<file path="config.mk">
export PLATFORM = sky130hd
export DESIGN_NAME = bpwm_top
export DESIGN_NICKNAME = d
export VERILOG_FILES = /design/src/rtl/bpwm_pkg.sv /design/src/rtl/bpwm_tick.sv /design/src/rtl/bpwm_regfile.sv /design/src/rtl/bpwm_wave.sv /design/src/rtl/bpwm_autooff.sv /design/src/rtl/bpwm_top.sv
export SDC_FILE = /design/constraint.sdc
export NUM_CORES = 1
export LEC_CHECK = 0
export BUFFER_PORTS_ARGS = -buffer_cell sky130_fd_sc_hd__buf_2
export CORE_MARGIN = 2
export CORE_UTILIZATION = 60
export DETAILED_ROUTE_END_ITERATION = 6
export PLACE_DENSITY = 0.8
export SLEW_MARGIN = 20
export SYNTH_ARGS = -nofsm -noshare
export SYNTH_HDL_FRONTEND = slang
export SYNTH_SLANG_ARGS = --single-unit
</file>
<file path="constraint.sdc">
create_clock -name clk -period 3.75 [get_ports clk]
set_clock_uncertainty 0.15 [all_clocks]
set_input_delay 0.1875 -clock clk [delete_from_list [all_inputs] [get_ports clk]]
set_output_delay 0.1875 -clock clk [all_outputs]
set_load 0.01 [all_outputs]
</file>
<file path="src/rtl/bpwm_pkg.sv">
package bpwm_pkg;

    localparam int unsigned BYTE_W = 8;
    localparam int unsigned VAL_W  = 16;

    localparam logic [VAL_W-1:0] AO_NEVER = 16'hFFFF;

    // Register addresses seen by software.
    typedef enum logic [BYTE_W-1:0] {
        A_AO_HI   = 8'hA1,
        A_AO_LO   = 8'hA2,
        A_EN      = 8'hA3,
        A_PER_LO  = 8'hA4,
        A_PER_HI  = 8'hA5,
        A_DUTY_LO = 8'hA6,
        A_DUTY_HI = 8'hA7
    } reg_addr_e;

    // Committed configuration driving the datapath.
    typedef struct packed {
        logic [VAL_W-1:0] period;
        logic [VAL_W-1:0] duty;
        logic [VAL_W-1:0] ao_val;
        logic             enable;
    } cfg_t;

    // Staged upper bytes.
    typedef struct packed {
        logic [BYTE_W-1:0] per_hi;
        logic [BYTE_W-1:0] duty_hi;
        logic [BYTE_W-1:0] ao_hi;
    } stage_t;

    function automatic logic level_high(input logic [VAL_W-1:0] cnt,
                                        input logic [VAL_W-1:0] per,
                                        input logic [VAL_W-1:0] duty);
        if (per == '0 || duty == '0)
            return 1'b0;
        if (duty >= per)
            return 1'b1;
        return cnt < duty;
    endfunction

endpackage

</file>
<file path="src/rtl/bpwm_tick.sv">
module bpwm_tick #(
    parameter int unsigned TICK_DIV = 1
) (
    input  logic clk,
    input  logic rst,
    output logic tick_o
);
    localparam int unsigned TW = (TICK_DIV > 1) ? $clog2(TICK_DIV) : 1;
    localparam logic [TW-1:0] LAST = TW'(TICK_DIV - 1);

    logic [TW-1:0] pc;

    always_ff @(posedge clk) begin
        if (rst || pc == LAST)
            pc <= '0;
        else
            pc <= pc + 1'b1;
    end

    assign tick_o = (pc == LAST);

endmodule

</file>
<file path="src/rtl/bpwm_regfile.sv">
module bpwm_regfile
    import bpwm_pkg::*;
(
    input  logic              clk,
    input  logic              rst,
    input  logic              wr_en,
    input  logic [BYTE_W-1:0] wr_addr,
    input  logic [BYTE_W-1:0] wr_data,
    input  logic              expire_i,
    output cfg_t              cfg_o,
    output logic              ao_load_o,
    output logic [VAL_W-1:0]  ao_load_val_o
);
    stage_t stage;
    logic   en_write;

    assign en_write      = wr_en && (wr_addr == A_EN);
    assign ao_load_o     = wr_en && (wr_addr == A_AO_LO);
    assign ao_load_val_o = {stage.ao_hi, wr_data};

    always_ff @(posedge clk) begin
        if (rst) begin
            stage        <= '0;
            cfg_o.period <= '0;
            cfg_o.duty   <= '0;
            cfg_o.ao_val <= AO_NEVER;
            cfg_o.enable <= 1'b0;
        end else begin
            if (wr_en) begin
                case (wr_addr)
                    A_AO_HI:   stage.ao_hi   <= wr_data;
                    A_AO_LO:   cfg_o.ao_val  <= {stage.ao_hi, wr_data};
                    A_EN:      cfg_o.enable  <= wr_data[0];
                    A_PER_LO:  cfg_o.period  <= {stage.per_hi, wr_data};
                    A_PER_HI:  stage.per_hi  <= wr_data;
                    A_DUTY_LO: cfg_o.duty    <= {stage.duty_hi, wr_data};
                    A_DUTY_HI: stage.duty_hi <= wr_data;
                    default: ;
                endcase
            end
            if (expire_i && !en_write)
                cfg_o.enable <= 1'b0;
        end
    end

    p_per_stage_r2: assert property (@(posedge clk) disable iff (rst)
        (wr_en && wr_addr == A_PER_HI) |=> $stable(cfg_o.period));

    p_duty_stage_r2: assert property (@(posedge clk) disable iff (rst)
        (wr_en && wr_addr == A_DUTY_HI) |=> $stable(cfg_o.duty));

endmodule

</file>
<file path="src/rtl/bpwm_wave.sv">
module bpwm_wave
    import bpwm_pkg::*;
(
    input  logic             clk,
    input  logic             rst,
    input  logic             tick,
    input  logic             enable,
    input  logic [VAL_W-1:0] period,
    input  logic [VAL_W-1:0] duty,
    output logic             pwm_o
);
    logic [VAL_W-1:0] cnt;
    logic             wrap;

    assign wrap = (period == '0) || (cnt >= period - 16'd1);

    always_ff @(posedge clk) begin
        if (rst || !enable)
            cnt <= '0;
        else if (tick)
            cnt <= wrap ? '0 : cnt + 1'b1;
    end

    assign pwm_o = enable && level_high(cnt, period, duty);

    p_hold_zero_r3: assert property (@(posedge clk) disable iff (rst)
        (!enable && !pwm_o) |=> (!enable || cnt == '0));

endmodule

</file>
<file path="src/rtl/bpwm_autooff.sv">
module bpwm_autooff
    import bpwm_pkg::*;
#(
    parameter int unsigned MS_TICKS = 8000
) (
    input  logic             clk,
    input  logic             rst,
    input  logic             tick,
    input  logic             enable,
    input  logic [VAL_W-1:0] ao_val,
    input  logic             load,
    input  logic [VAL_W-1:0] load_val,
    output logic             expire_o
);
    localparam int unsigned MW = (MS_TICKS > 1) ? $clog2(MS_TICKS) : 1;
    localparam logic [MW-1:0] MS_LAST = MW'(MS_TICKS - 1);

    logic [MW-1:0]    ms;
    logic [VAL_W-1:0] cd;
    logic             active, step;

    assign active = enable && (ao_val != AO_NEVER);
    assign step   = active && tick && (ms == MS_LAST);

    always_ff @(posedge clk) begin
        if (rst) begin
            ms <= '0;
            cd <= '0;
        end else if (load) begin
            ms <= '0;
            cd <= load_val;
        end else if (!active) begin
            ms <= '0;
        end else if (tick) begin
            if (ms == MS_LAST) begin
                ms <= '0;
                cd <= (cd <= 16'd1) ? '0 : cd - 1'b1;
            end else begin
                ms <= ms + 1'b1;
            end
        end
    end

    assign expire_o = step && !load && (cd <= 16'd1);

    p_cd_monotonic_r8: assert property (@(posedge clk) disable iff (rst)
        !load |=> (cd <= $past(cd)));

endmodule

</file>
<file path="src/rtl/bpwm_top.sv">
module bpwm_top
    import bpwm_pkg::*;
#(
    parameter int unsigned TICK_DIV = 1,
    parameter int unsigned MS_TICKS = 8000
) (
    input  logic       clk,
    input  logic       rst,
    input  logic       wr_en,
    input  logic [7:0] wr_addr,
    input  logic [7:0] wr_data,
    output logic       pwm_o
);
    cfg_t             cfg;
    logic             tick, expire, ao_load;
    logic [VAL_W-1:0] ao_load_val;

    bpwm_tick #(.TICK_DIV(TICK_DIV)) u_tick (
        .clk(clk), .rst(rst), .tick_o(tick)
    );

    bpwm_regfile u_regs (
        .clk(clk), .rst(rst), .wr_en(wr_en), .wr_addr(wr_addr),
        .wr_data(wr_data), .expire_i(expire), .cfg_o(cfg),
        .ao_load_o(ao_load), .ao_load_val_o(ao_load_val)
    );

    bpwm_wave u_wave (
        .clk(clk), .rst(rst), .tick(tick), .enable(cfg.enable),
        .period(cfg.period), .duty(cfg.duty), .pwm_o(pwm_o)
    );

    bpwm_autooff #(.MS_TICKS(MS_TICKS)) u_ao (
        .clk(clk), .rst(rst), .tick(tick), .enable(cfg.enable),
        .ao_val(cfg.ao_val), .load(ao_load), .load_val(ao_load_val),
        .expire_o(expire)
    );

    p_expire_clears_r8: assert property (@(posedge clk) disable iff (rst)
        (expire && !(wr_en && wr_addr == A_EN)) |=> !cfg.enable);

    p_never_holds_r9: assert property (@(posedge clk) disable iff (rst)
        (cfg.enable && cfg.ao_val == AO_NEVER && !wr_en) |=> cfg.enable);

    p_off_output_low_r3: assert property (@(posedge clk) disable iff (rst)
        (wr_en && wr_addr == A_EN && !wr_data[0]) |=> !pwm_o);

endmodule

</file>
== Yosys cells after proc, flatten, opt, wreduce, memory -nomap -nowiden ==
Cells that the tools add are included.

* Input port bits: 19
* Word-level logic and storage cells: 76
* Output and inout port bits: 1
* Flip-flop bits (word level): 119

* Eq/ne operators: 10
* Multiplexer cells: 14
* Reduce and logical (&&, ||, !) cells: 30
* Order comparisons: 4
* Bitwise operators: 2
* Add/subtract/negate cells: 5

{| class="wikitable"
|+ Operators with widths
! operator !! number
|-
| 16-bit two-way mux || 6
|-
| 8-bit == test (second input constant) || 7
|-
| 16-bit greater-or-equal comparator || 2
|-
| 16-bit logical NOT || 2
|-
| 16-bit by 1-bit subtractor with 16-bit output (second input constant) || 2
|-
| 16-bit by 1-bit adder with 16-bit output (second input constant) || 1
|-
| 16-bit by 1-bit <= comparator with 1-bit output (second input constant) || 1
|-
| 16-bit less-than comparator || 1
|-
| 16-bit inequality test (second input constant) || 1
|-
| 2-bit AND reduction || 7
|-
| 13-bit by 1-bit adder with 13-bit output (second input constant) || 1
|-
| 13-bit == test (second input constant) || 1
|-
| 13-bit two-way mux || 1
|-
| 1-bit logical AND || 9
|-
| 1-bit two-way mux || 7
|-
| 1-bit logical OR || 4
|-
| 2-bit nonzero test || 2
|-
| 1-bit logical NOT || 3
|-
| 3-bit AND reduction || 1
|-
| 3-bit OR reduction || 1
|-
| 2-bit by 1-bit inequality test with 1-bit output (second input constant) || 1
|-
| 1-bit inverter || 2
|-
| 2-bit OR reduction || 1
|-
| 1-bit adder (second input constant) || 1
|}

== Logic depth before layout (Yosys ltp) ==
* Depth after elaboration: 8
* Mapped depth: 15
* Depth with buffers taken out: 14

== Modules after synthesis ==
A second synthesis with hierarchy kept.

* Cell total of the unflattened synthesis: 768
* Area total of the unflattened synthesis: 6962.9 um2

{| class="wikitable"
|+ By module, submodules not included
! module !! area an instance (um2) !! cells each !! seq. area each (um2) !! times used
|-
| bpwm_regfile || 3120.5 || 294 || 1461.4 || 1
|-
| bpwm_wave || 2152.1 || 265 || 320.3 || 1
|-
| bpwm_autooff || 1662.8 || 206 || 580.6 || 1
|-
| bpwm_tick || 27.5 || 3 || 20.0 || 1
|}

== Worst setup path after synthesis ==
OpenSTA, ideal clock, no wires.

* Path type: register to register
* From: register, netlist name u_regs.cfg_o[33]
* To: register u_wave.cnt[10]
* Buffers on the path: 1
* Cell stages (with the launch flop): 16
* Required time: 3.536 ns
* Arrival: 3.245 ns
* Path slack: 0.291 ns
* Setup time: 0.064 ns
* Period minus slack after synthesis: 3.459 ns
* Cell sequence: dfxtp_1 inv_1 ha_1 or4b_1 nor3_1 nand2_1 nor4_1 xnor2_1 ha_1 a21oi_1 nand2_1 a32o_1 a211oi_1 a22oi_2 buf_4 nor2_1

* Longest elaborated chain between the ends: 4
* Elaborated cells on any way between the ends: 5
* Those cells by class: add/sub (1); order compare (1); mux (1); reduce/logical (2)

{| class="wikitable"
|+ RTL lines
! element !! line !! RTL
|-
| 16-bit by 1-bit subtractor with 16-bit output || bpwm_wave.sv:15 || <nowiki>assign wrap = (period == '0) || (cnt >= period - 16'd1);</nowiki>
|-
| 16-bit greater-or-equal comparator || bpwm_wave.sv:15 ||
|-
| 1-bit logical OR * || bpwm_wave.sv:15 ||
|-
| 16-bit two-way mux * || bpwm_wave.sv:21 || <nowiki>cnt <= wrap ? '0 : cnt + 1'b1;</nowiki>
|-
| end signal, assigned || bpwm_wave.sv:21 ||
|-
| end, declared || bpwm_wave.sv:12 || <nowiki>logic [VAL_W-1:0] cnt;</nowiki>
|}

Every way passes the cells marked *; elsewhere a longest branch is shown, timed or not.
A chain may end at the register's enable or synchronous reset.

== Worst setup path in the final report ==
* From: register, netlist name u_regs.cfg_o[33]
* To: register u_wave.cnt[5]

* Longest elaborated chain between the ends: 4
* Elaborated cells on any way between the ends: 5
* Those cells by class: add/sub (1); order compare (1); mux (1); reduce/logical (2)

{| class="wikitable"
|+ RTL lines
! element !! line
|-
| 16-bit by 1-bit subtractor with 16-bit output || bpwm_wave.sv:15
|-
| 16-bit greater-or-equal comparator || bpwm_wave.sv:15
|-
| 1-bit logical OR * || bpwm_wave.sv:15
|-
| 16-bit two-way mux * || bpwm_wave.sv:21
|}

Marked as above.

==> results.md <==
* Setup TNS Final at 0 ps
* Cell variety after synth at 60
* Mapped Cells at 735
* Layout cells sized above 1 at 10.3%
* Cell taking the most area after synthesis: dfxtp_1
* Slowest-stage cell, CP: or4b_4
* Hold path start: wr_addr[4]
* Largest cells by area after synthesis: dfxtp_1, ha_1, mux2i_1
* Final hold vios at 0
* Final cell count without fillers at 916
* Layout area overhead at 14.0%
* Status: complete, no violations
* Pin count of the biggest net entering global routing at 92
* Sequential area share after synthesis at 37.0%
* Fin crit period at 3460 ps
* Die span in x at 108 microns
* Core Region at 10400 sq um
* Worst EP required at 4060 ps
* Worst-Margin Slew at 894 ps
* VDD IR-drop max at 0.375 mV
* Hold Crit Class: in -> reg
* Site row count at 37
* YS warnings at 0
* Crit path max fanout at 7
* RR Startpoint: u_regs.cfg_o[33]
* Most common flop cell mapped by yosys: dfxtp_1
* Drt first pass iters at 6
* Syn avg cell area at 8.76 sq um
* Clock tree buffer depth at 2
* LEAKAGE at 2.97 nW
* GR Util All Layers at 28.5%
* Top-area cell type share of the netlist area at 37.0%
* Vias per cell at 6.01
* First-pass GRT wire length at 25.8 mm
* Max-Cap Viols at 0
* Worst-Skew Late Latency at 540 ps
* Final net count at 838
* Crit path from: u_regs.cfg_o[33]
* Syn nets at 806
* Root buffer cell: clkbuf_8
* Crit end category: flop
* Die ar. at 11600 sq um
* Vias in the first global route at 5304
* IO Count at 20
* Seq cells post-synth at 119
* GPL Wtd Cong at 0.937
* Crit path launch type: flop
* TritonCTS Buffers at 17
* Port bufs at 19
* DR WL/cell at 17.2 microns
* Post-Route Utilization at 70.7%
* Crit path kind: reg -> reg
* CP cell instances: inv_1 -> ha_1 -> or4b_4 -> nor3_2 -> nand2_1 -> nor4_2 -> xnor2_1 -> ha_1 -> a21oi_1 -> nand2_1 -> a32o_1 -> a211oi_1 -> buf_4 -> a22oi_2 -> nor2_1
* Post-Syn Area at 6440 sq um
* Reg clk slew, reported paths at 60 ps
* Routed Antenna Nets at 0
* Antenna diode count at 0
* Most instantiated library cell after synthesis: dfxtp_1
* EDFF count, synth at 0
* Total congestion overflow at 0
* Clock Sinks at 119
* Via count at 5509
* Final cycle utilization of the critical path at 92.3%
* Antenna violations before repair at 0
* RSZ-0062 raised after global routing: no
* DRC at 0
* Setup violations, final at 0
* Initial Util at 62.1%
* Initial drt markers at 630
* DIE HEIGHT at 108 microns
* Postcts setup bufs at 0
* F_max at 289 MHz
* Htree depth at 4
* Post-synth top cells: dfxtp_1, nor2_1, mux2i_1
* Final WL at 15.8 mm
* Max incr delay on CP at 520 ps
* Async SR Flop Fraction at 0%
* DP HPWL at 11.0 mm
* PwrDens at 407 nW/um^2
* Max Slew Vio Count at 0
* Rel. slew slack at 40.1%
* Fill count at 769
* Critical Path AT at 3770 ps
* Placed instance count at 872
* CTS tree: done
[worst paths after layout]
path                      to  slack, ps  cells after the start
max            u_wave.cnt[5]        290                     15
min          u_regs.cfg_o[4]         40                      5
max reg2reg    u_wave.cnt[5]        290                     15
min reg2reg  u_regs.cfg_o[7]        330                      2
[area by class of cell]
cell class | instances | area (sq um) | share of cell area (%)
multi-input cells | 554 | 3780 | 51.6
flip-flops and latches | 119 | 2380 | 32.5
clock buffers | 19 | 432 | 5.88
repair buffers | 37 | 258 | 3.51
well taps | 136 | 170 | 2.32
clock inverters | 13 | 168 | 2.29
inverters | 38 | 143 | 1.94
[placed cells by master (no fill, tap or decap), types with 11 or more instances in the layout]
cell	instances
xnor2_1	22
a21oi_1	33
nor2_1	117
buf_2	19
clkbuf_16	16
nand3_1	31
o21ai_0	13
mux2i_1	63
nand2_1	56
inv_1	38
a31oi_1	12
nor3_1	16
dfxtp_1	119
ha_1	52
xor2_1	15
dlygate4sd3_1	11
nand4_1	12
[worst max-delay path: cells and delay by family (launching register included)]
family	cells	cell delay, ps
compound gates	4	680
xor+xnor	1	170
fa+ha+maj	2	510
buf+inv	2	270
flops	1	340
simple gates	6	1260
[per-layer routing]
metal | wire length, microns | GRT usage, % | vias to the layer above | share of wire (%)
li1 | - | - | 2652 | -
met2 | 7550 | 47.6 | 189 | 48
met4 | 349 | 9.62 | 0 | 2.2
met5 | 0 | 0 | - | 0
met1 | 6970 | 36.8 | 2628 | 44
met3 | 907 | 5.69 | 40 | 5.8
[timing repair]
action / in CTS / in global routing
gates resized for setup: 0 / 4
hold buffers: 11 / 0
endpoints found under the setup margin: 0 / 16
hold endpoints to repair: 64 / 0
[registers in the layout, summed over array words and instances, names as in the netlist]
| signal | count |
|---|---|
| u_regs.cfg_o | 49 |
| u_regs.stage | 16 |
| u_ao.ms | 13 |
| u_wave.cnt | 16 |
| u_ao.cd | 16 |
| u_regs.ao_load_val_o | 8 |
| u_tick.pc | 1 |
[cell families after synthesis]
family                     synth area share (%)
buffers and inverters                      4.65
muxes                                      9.80
and+or+nand+nor                            24.1
xor gates and xnor gates                   5.03
AOI/OAI and AO/OA                          9.21
adders and majority gates                  10.1
DFF                                        37.0
other                                    0.0583
[metrics by stage]
stage | total power, mW | hold slack [ps] | setup slack (ps) | cell area, sq um
after global routing | 3.04 | 56.3 | 27.7 | 7340
after global placement | 1.35 | 296 | 229 | 6600
after detailed placement | 1.35 | 304 | 114 | 6600
final | 2.99 | 39.0 | 291 | 7340
after CTS | 2.99 | 31.8 | 81.7 | 7310
after floorplan | 1.33 | 146 | 291 | 6440
[where the power goes]
group	leakage (nW)	total (mW)	internal [mW]	switching [mW]
Sequential	0.959	1.27	1.27	0.00348
Combinational	1.72	0.0676	0.0251	0.0425
Clock	0.290	1.65	1.04	0.613
Total	2.97	2.99	2.33	0.659
Note: power is estimated with default switching activity, not from simulation.
